**config.mk**
```make
export PLATFORM = sky130hd
export DESIGN_NAME = sclk_div_gen
export DESIGN_NICKNAME = d
export VERILOG_FILES = /design/src/rtl/sclk_div_pkg.sv /design/src/rtl/sclk_prescale.sv /design/src/rtl/sclk_period_cnt.sv /design/src/rtl/sclk_shape.sv /design/src/rtl/sclk_div_gen.sv
export SDC_FILE = /design/constraint.sdc
export NUM_CORES = 1
export LEC_CHECK = 0
export BUFFER_PORTS_ARGS = -buffer_cell sky130_fd_sc_hd__buf_2
export CAP_MARGIN = 20
export CORE_MARGIN = 4
export CORE_UTILIZATION = 60
export CTS_CLUSTER_DIAMETER = 80
export CTS_CLUSTER_SIZE = 20
export DETAILED_ROUTE_END_ITERATION = 8
export GPL_TIMING_DRIVEN = 0
export MAX_ROUTING_LAYER = met4
export PLACE_DENSITY = 0.81
export SETUP_SLACK_MARGIN = 0.15
export SYNTH_ARGS = -nofsm -noshare
export SYNTH_HDL_FRONTEND = slang
export SYNTH_SLANG_ARGS = --single-unit
```
**constraint.sdc**
```tcl
create_clock -name clk -period 4.75 [get_ports clk]
set_input_delay 0.2375 -clock clk [delete_from_list [all_inputs] [get_ports clk]]
set_output_delay 0.2375 -clock clk [all_outputs]
set_load 0.005 [all_outputs]
```
**src/rtl/sclk_div_pkg.sv**
```systemverilog
package sclk_div_pkg;
  localparam int PRE_W = 13;
  localparam int CNT_W = 6;
  localparam int CFG_W = 1 + PRE_W + 3 * CNT_W;

  // bit 0 is bypass; fields follow upward in declaration order reversed
  typedef struct packed {
    logic [CNT_W-1:0] low_m1;
    logic [CNT_W-1:0] high_m1;
    logic [CNT_W-1:0] per_m1;
    logic [PRE_W-1:0] pre_m1;
    logic             bypass;
  } sdv_cfg_t;

  // Level for a given period count: high below H, high again at or past L.
  function automatic logic phase_level(input logic [CNT_W-1:0] cnt,
                                       input logic [CNT_W-1:0] high_m1,
                                       input logic [CNT_W-1:0] low_m1);
    return (cnt <= high_m1) || (cnt > low_m1);
  endfunction
endpackage

```
**src/rtl/sclk_prescale.sv**
```systemverilog
module sclk_prescale
  import sclk_div_pkg::*;
#(
  parameter int W = PRE_W
) (
  input  logic         clk,
  input  logic         rst_n,
  input  logic         run,
  input  logic [W-1:0] pre_m1,
  output logic         step_o
);
  logic [W-1:0] pcnt_q;

  assign step_o = run && (pcnt_q == pre_m1);

  always_ff @(posedge clk or negedge rst_n) begin
    if (!rst_n)              pcnt_q <= '0;
    else if (!run || step_o) pcnt_q <= '0;
    else                     pcnt_q <= pcnt_q + 1'b1;
  end

  // prescale count never passes the programmed terminal value
  a_r2_pre_in_range: assert property (@(posedge clk) disable iff (!rst_n)
    pcnt_q <= pre_m1);

  // counter parked at zero after an idle cycle
  a_r1_pre_parked: assert property (@(posedge clk) disable iff (!rst_n)
    !run |=> pcnt_q == '0);
endmodule

```
**src/rtl/sclk_period_cnt.sv**
```systemverilog
module sclk_period_cnt
  import sclk_div_pkg::*;
#(
  parameter int W = CNT_W
) (
  input  logic         clk,
  input  logic         rst_n,
  input  logic         run,
  input  logic         step,
  input  logic [W-1:0] per_m1,
  output logic [W-1:0] cnt_o,
  output logic         wrap_o
);
  logic [W-1:0] cnt_q;

  assign wrap_o = step && (cnt_q == per_m1);
  assign cnt_o  = cnt_q;

  always_ff @(posedge clk or negedge rst_n) begin
    if (!rst_n)      cnt_q <= '0;
    else if (!run)   cnt_q <= '0;
    else if (wrap_o) cnt_q <= '0;
    else if (step)   cnt_q <= cnt_q + 1'b1;
  end

  // period count stays inside 0..N-1
  a_r2_cnt_in_range: assert property (@(posedge clk) disable iff (!rst_n)
    cnt_q <= per_m1);

  // count holds between prescaler steps
  a_r2_cnt_holds: assert property (@(posedge clk) disable iff (!rst_n)
    (run && !step) |=> $stable(cnt_q));
endmodule

```
**src/rtl/sclk_shape.sv**
```systemverilog
module sclk_shape (
  input  logic clk,
  input  logic rst_n,
  input  logic run,
  input  logic idle_pol,
  input  logic level,
  output logic sclk_q,
  output logic rise_o,
  output logic fall_o
);
  logic next_lvl;

  assign next_lvl = run ? level : idle_pol;

  always_ff @(posedge clk or negedge rst_n) begin
    if (!rst_n) begin
      sclk_q <= 1'b0;
      rise_o <= 1'b0;
      fall_o <= 1'b0;
    end else begin
      sclk_q <= next_lvl;
      rise_o <= run && next_lvl && !sclk_q;
      fall_o <= run && !next_lvl && sclk_q;
    end
  end

  // idle level follows any cycle spent disabled
  a_r1_idle_level: assert property (@(posedge clk) disable iff (!rst_n)
    !run |=> (sclk_q == $past(idle_pol)) && !rise_o && !fall_o);

  // rise strobe only when the clock really went up
  a_r5_rise_real: assert property (@(posedge clk) disable iff (!rst_n)
    rise_o |-> (sclk_q && !$past(sclk_q)));

  // fall strobe only when the clock really went down
  a_r5_fall_real: assert property (@(posedge clk) disable iff (!rst_n)
    fall_o |-> (!sclk_q && $past(sclk_q)));

  // strobes are mutually exclusive
  a_r5_ticks_exclusive: assert property (@(posedge clk) disable iff (!rst_n)
    $onehot0({rise_o, fall_o}));
endmodule

```
**src/rtl/sclk_div_gen.sv**
```systemverilog
module sclk_div_gen
  import sclk_div_pkg::*;
#(
  parameter int CW = CFG_W
) (
  input  logic          clk,
  input  logic          rst_n,
  input  logic          div_en,
  input  logic          idle_pol,
  input  logic [CW-1:0] cfg_word,
  output logic          sclk_o,
  output logic          rise_tick_o,
  output logic          fall_tick_o
);
  sdv_cfg_t         act_q;
  sdv_cfg_t         cfg_in;
  logic             run;
  logic             byp_run;
  logic             step;
  logic             wrap;
  logic             load;
  logic [CNT_W-1:0] cnt;
  logic             level;
  logic             sclk_div;
  logic             rise_div;
  logic             fall_div;
  logic             byp_tick_q;

  assign cfg_in  = sdv_cfg_t'(cfg_word);
  assign run     = div_en && !act_q.bypass;
  assign byp_run = div_en && act_q.bypass;
  // shadow copy reloads only outside an active divided period
  assign load    = !div_en || act_q.bypass || wrap;

  always_ff @(posedge clk or negedge rst_n) begin
    if (!rst_n)    act_q <= '0;
    else if (load) act_q <= cfg_in;
  end

  sclk_prescale #(.W(PRE_W)) u_pre (
    .clk    (clk),
    .rst_n  (rst_n),
    .run    (run),
    .pre_m1 (act_q.pre_m1),
    .step_o (step)
  );

  sclk_period_cnt #(.W(CNT_W)) u_per (
    .clk    (clk),
    .rst_n  (rst_n),
    .run    (run),
    .step   (step),
    .per_m1 (act_q.per_m1),
    .cnt_o  (cnt),
    .wrap_o (wrap)
  );

  assign level = phase_level(cnt, act_q.high_m1, act_q.low_m1);

  sclk_shape u_shape (
    .clk      (clk),
    .rst_n    (rst_n),
    .run      (run),
    .idle_pol (idle_pol),
    .level    (level),
    .sclk_q   (sclk_div),
    .rise_o   (rise_div),
    .fall_o   (fall_div)
  );

  always_ff @(posedge clk or negedge rst_n) begin
    if (!rst_n) byp_tick_q <= 1'b0;
    else        byp_tick_q <= byp_run;
  end

  assign sclk_o      = byp_run ? clk : sclk_div;
  assign rise_tick_o = byp_tick_q | rise_div;
  assign fall_tick_o = byp_tick_q | fall_div;

  // setting is frozen between wraps while dividing
  a_r6_cfg_frozen: assert property (@(posedge clk) disable iff (!rst_n)
    (run && !wrap) |=> $stable(act_q));

  // bypass running yields both strobes on the following cycle
  a_r7_bypass_ticks: assert property (@(posedge clk) disable iff (!rst_n)
    byp_run |=> (rise_tick_o && fall_tick_o));

  // a disabled cycle leaves no strobe behind
  a_r9_quiet_after_off: assert property (@(posedge clk) disable iff (!rst_n)
    !div_en |=> (!rise_tick_o && !fall_tick_o));
endmodule

```
==> results_dict.tcl <==
set metrics [dict create \
    rsz0062_at_grt "no" \
    fin_nets 340 \
    path_max_fanout 2 \
    async_reset_ff_share_pct 100.0 \
    antenna_found_initial 0 \
    layout.area.seq_um2 1376 \
    syn_avg_cell_area_um2 11.73 \
    crit_path_frequent_cell "clkbuf_8" \
    syn_area_um2 2815 \
    slowest_delay_ns 0.26 \
    power_density_nw_per_um2 298.7 \
    synth-edff-count 0 \
    finalClockSkew_ns 0.01011 \
    setup_viol 0 \
    clk_pin_slew_ns 0.10 \
    drt-total-wl_um 5135 \
    leakagePower_uw 0.001624 \
    core_area_um2 4444 \
    crit_required_ns 4.51 \
    dr_wl_met2_um 2300 \
    crit_cells 4 \
    maxCapViolations 0 \
    critPathLaunch "clk" \
    top_layer_used "met4" \
    post_cts_buffers 0 \
    insertedDiodeCount 0 \
    gr-total-overflow 0 \
    dp_cells 331 \
    cp_top_family "buffers and inverters" \
    start_util_pct 63.34 \
    drcViolationCount 0 \
    fp.dieW_um 76.50 \
    grt_pass1_vias 1922 \
    synthFlopType "dfrtp_1" \
    grt_util_all_layers_pct 20.29 \
    multiInputGateArea_um2 1328 \
    vias_per_cell 5.490 \
    dpl_worst_slack_ns 1.782 \
    ant_nets 0 \
    slew_violations 0 \
    syn-num-nets 290 \
    io_buffers 38 \
    ioPinCount 39 \
    grt_max_degree 42 \
    worst_pin_slew_ns 0.4262 \
    met3WireLength_um 235 \
    critical_path_class "clock port to output pin" \
    netlist_instances 240 \
    cp-start-kind "clock port" \
    vdd_drop_max_mv 0.1806 \
    slowest_stage "mux2_2" \
    fin_area_um2 3231 \
    chipHeight_um 76.50 \
    synthDistinctLibCells 33 \
    holdWs_ns 0.01206 \
    worstPathArrival_ns 2.99 \
    status "completed" \
    drt-wirelength-per-cell_um 14.97 \
    final_cells 343 \
    syn_to_final_growth_pct 14.76 \
    drt_pass1_iterations 4 \
    dieArea_um2 5852 \
    layout-drive-gt1-share_pct 32.30 \
    rr_startpoint "u_per.cnt_o[4]" \
    synth_seq_area_share_pct 48.89 \
    synth-seq-cells 55 \
    yosysWarnings 0 \
    holdPathStages 2 \
    crit_path_end_kind "output pin" \
    finalSetupTns_ns 0 \
    dp_hpwl_um 3759 \
    met1_length_um 2517 \
    hold_viol 0 \
    setup_slack_ns 1.525 \
    core.rowCount 24 \
    holdBufCountCts 1 \
    tritoncts "done" \
    drt_iter0_markers 85 \
    critPathBufInv 3 \
    num_vias 1883 \
    grt_pass1_wl_um 9087 \
    gp_congestion 0.8063 \
    cts.repair.resized 0 \
    fillers 324 \
    min_from "cfg_word[0]" \
    slew_headroom_pct 71.58 \
    postPlaceCellArea_um2 3090 \
    insertion_delay_ns 0.42 \
    reg2reg_depth 6 \
    hold_path.class "input port to register" \
    cp_cell_sequence "clkbuf_8, clkbuf_8, mux2_2, buf_2" \
]
[worst reg2reg max path, stage by stage (launching register included)]
cell,delay (ns)
dfrtp_1,0.47
xor2_1,0.19
nor4_1,0.33
nand3_2,0.23
o21ai_4,0.29
buf_6,0.20
mux2_2,0.34
[cells by family after synthesis]
group / synth area share (%)
compound gates: 5.156
xor+xnor: 9.333
mux: 14.13
buf+inv: 3.955
flops: 48.89
simple gates: 12.31
fa+ha+maj: 6.222
[registers in the layout, summed over array words and instances, names as in the netlist]
name and count:
u_shape.rise_o 1, u_pre.pcnt_q 13, byp_tick_q 1, u_shape.fall_o 1, act_q 32, u_shape.sclk_q 1, u_per.cnt_o 6
[report_power, final]
group,switching (uW),internal (uW)
Clock,168,159
Sequential,20.6,498
Combinational,52.8,66.8
[cell usage after synthesis, types with 2 or more instances]
cell type,count,area [um^2]
a21o_1,4,30.03
a21oi_1,8,40.04
a221oi_1,2,17.52
and2_1,3,18.77
and3_1,9,56.30
and4_1,2,17.52
buf_2,2,10.01
buf_6,3,33.78
dfrtp_1,55,1376
ha_1,14,175.2
inv_1,17,63.81
mux2_2,22,247.7
mux2_4,10,150.1
nand2_1,12,45.04
nand2b_1,2,12.51
nand3_1,4,20.02
nand4_1,2,12.51
nor2_1,14,52.55
nor3_1,2,10.01
nor4_1,3,18.77
o22ai_1,4,25.02
or2_2,4,25.02
or3_1,4,25.02
xnor2_1,8,70.07
xor2_1,22,192.7
[final timing paths]
kind	endpoint	slack [ns]
worst max register to register	act_q[24]	2.59
worst max-delay path	sclk_o	1.53
worst min register to register	u_shape.rise_o	0.48
worst min-delay path	act_q[0]	0.01
min in group asynchronous	act_q[26]	0.25
max in group asynchronous	act_q[12]	3.97
[layer usage]
layer | GRT usage (%) | vias to the layer above
met2 | 29.26 | 38
met5 | - | -
li1 | - | 918
met1 | 26.55 | 919
met4 | 8.696 | 0
met3 | 6.147 | 8
[per-stage QoR]
step | power [uW] | util [%]
global route | 1023 | 72.69
floorplan | 604.5 | -
CTS | 974.6 | 72.69
global placement | 645.6 | 69.09
finish | 965.0 | 72.69
detailed placement | 652.5 | 69.54
[layout make-up]
cell class / count / area share, %
plain buffers: 6 / 1.472
clock buffers: 9 / 3.563
clock inverters: 3 / 0.6197
inverters: 17 / 1.975
multi-input cells: 162 / 41.09
flip-flops and latches: 55 / 42.60
well taps: 52 / 2.014
repair buffers: 39 / 6.661
[layout by cell type, fill, tap and decap left out, drive strengths merged, types with 2 or more instances in the layout]
cell and count:
or2 4, or3 4, inv 17, clkinvlp 2
nand4 2, and2 3, buf 44, a21oi 8
ha 14, and4 2, nor2 14, xor2 22
a221oi 2, mux2 32, o22ai 4, xnor2 8
a21o 4, nand2b 2, nor4 3, clkbuf 9
and3 10, nor3 2, nand3 5, dfrtp 55
nand2 12
(Power assumes the default switching activity.)
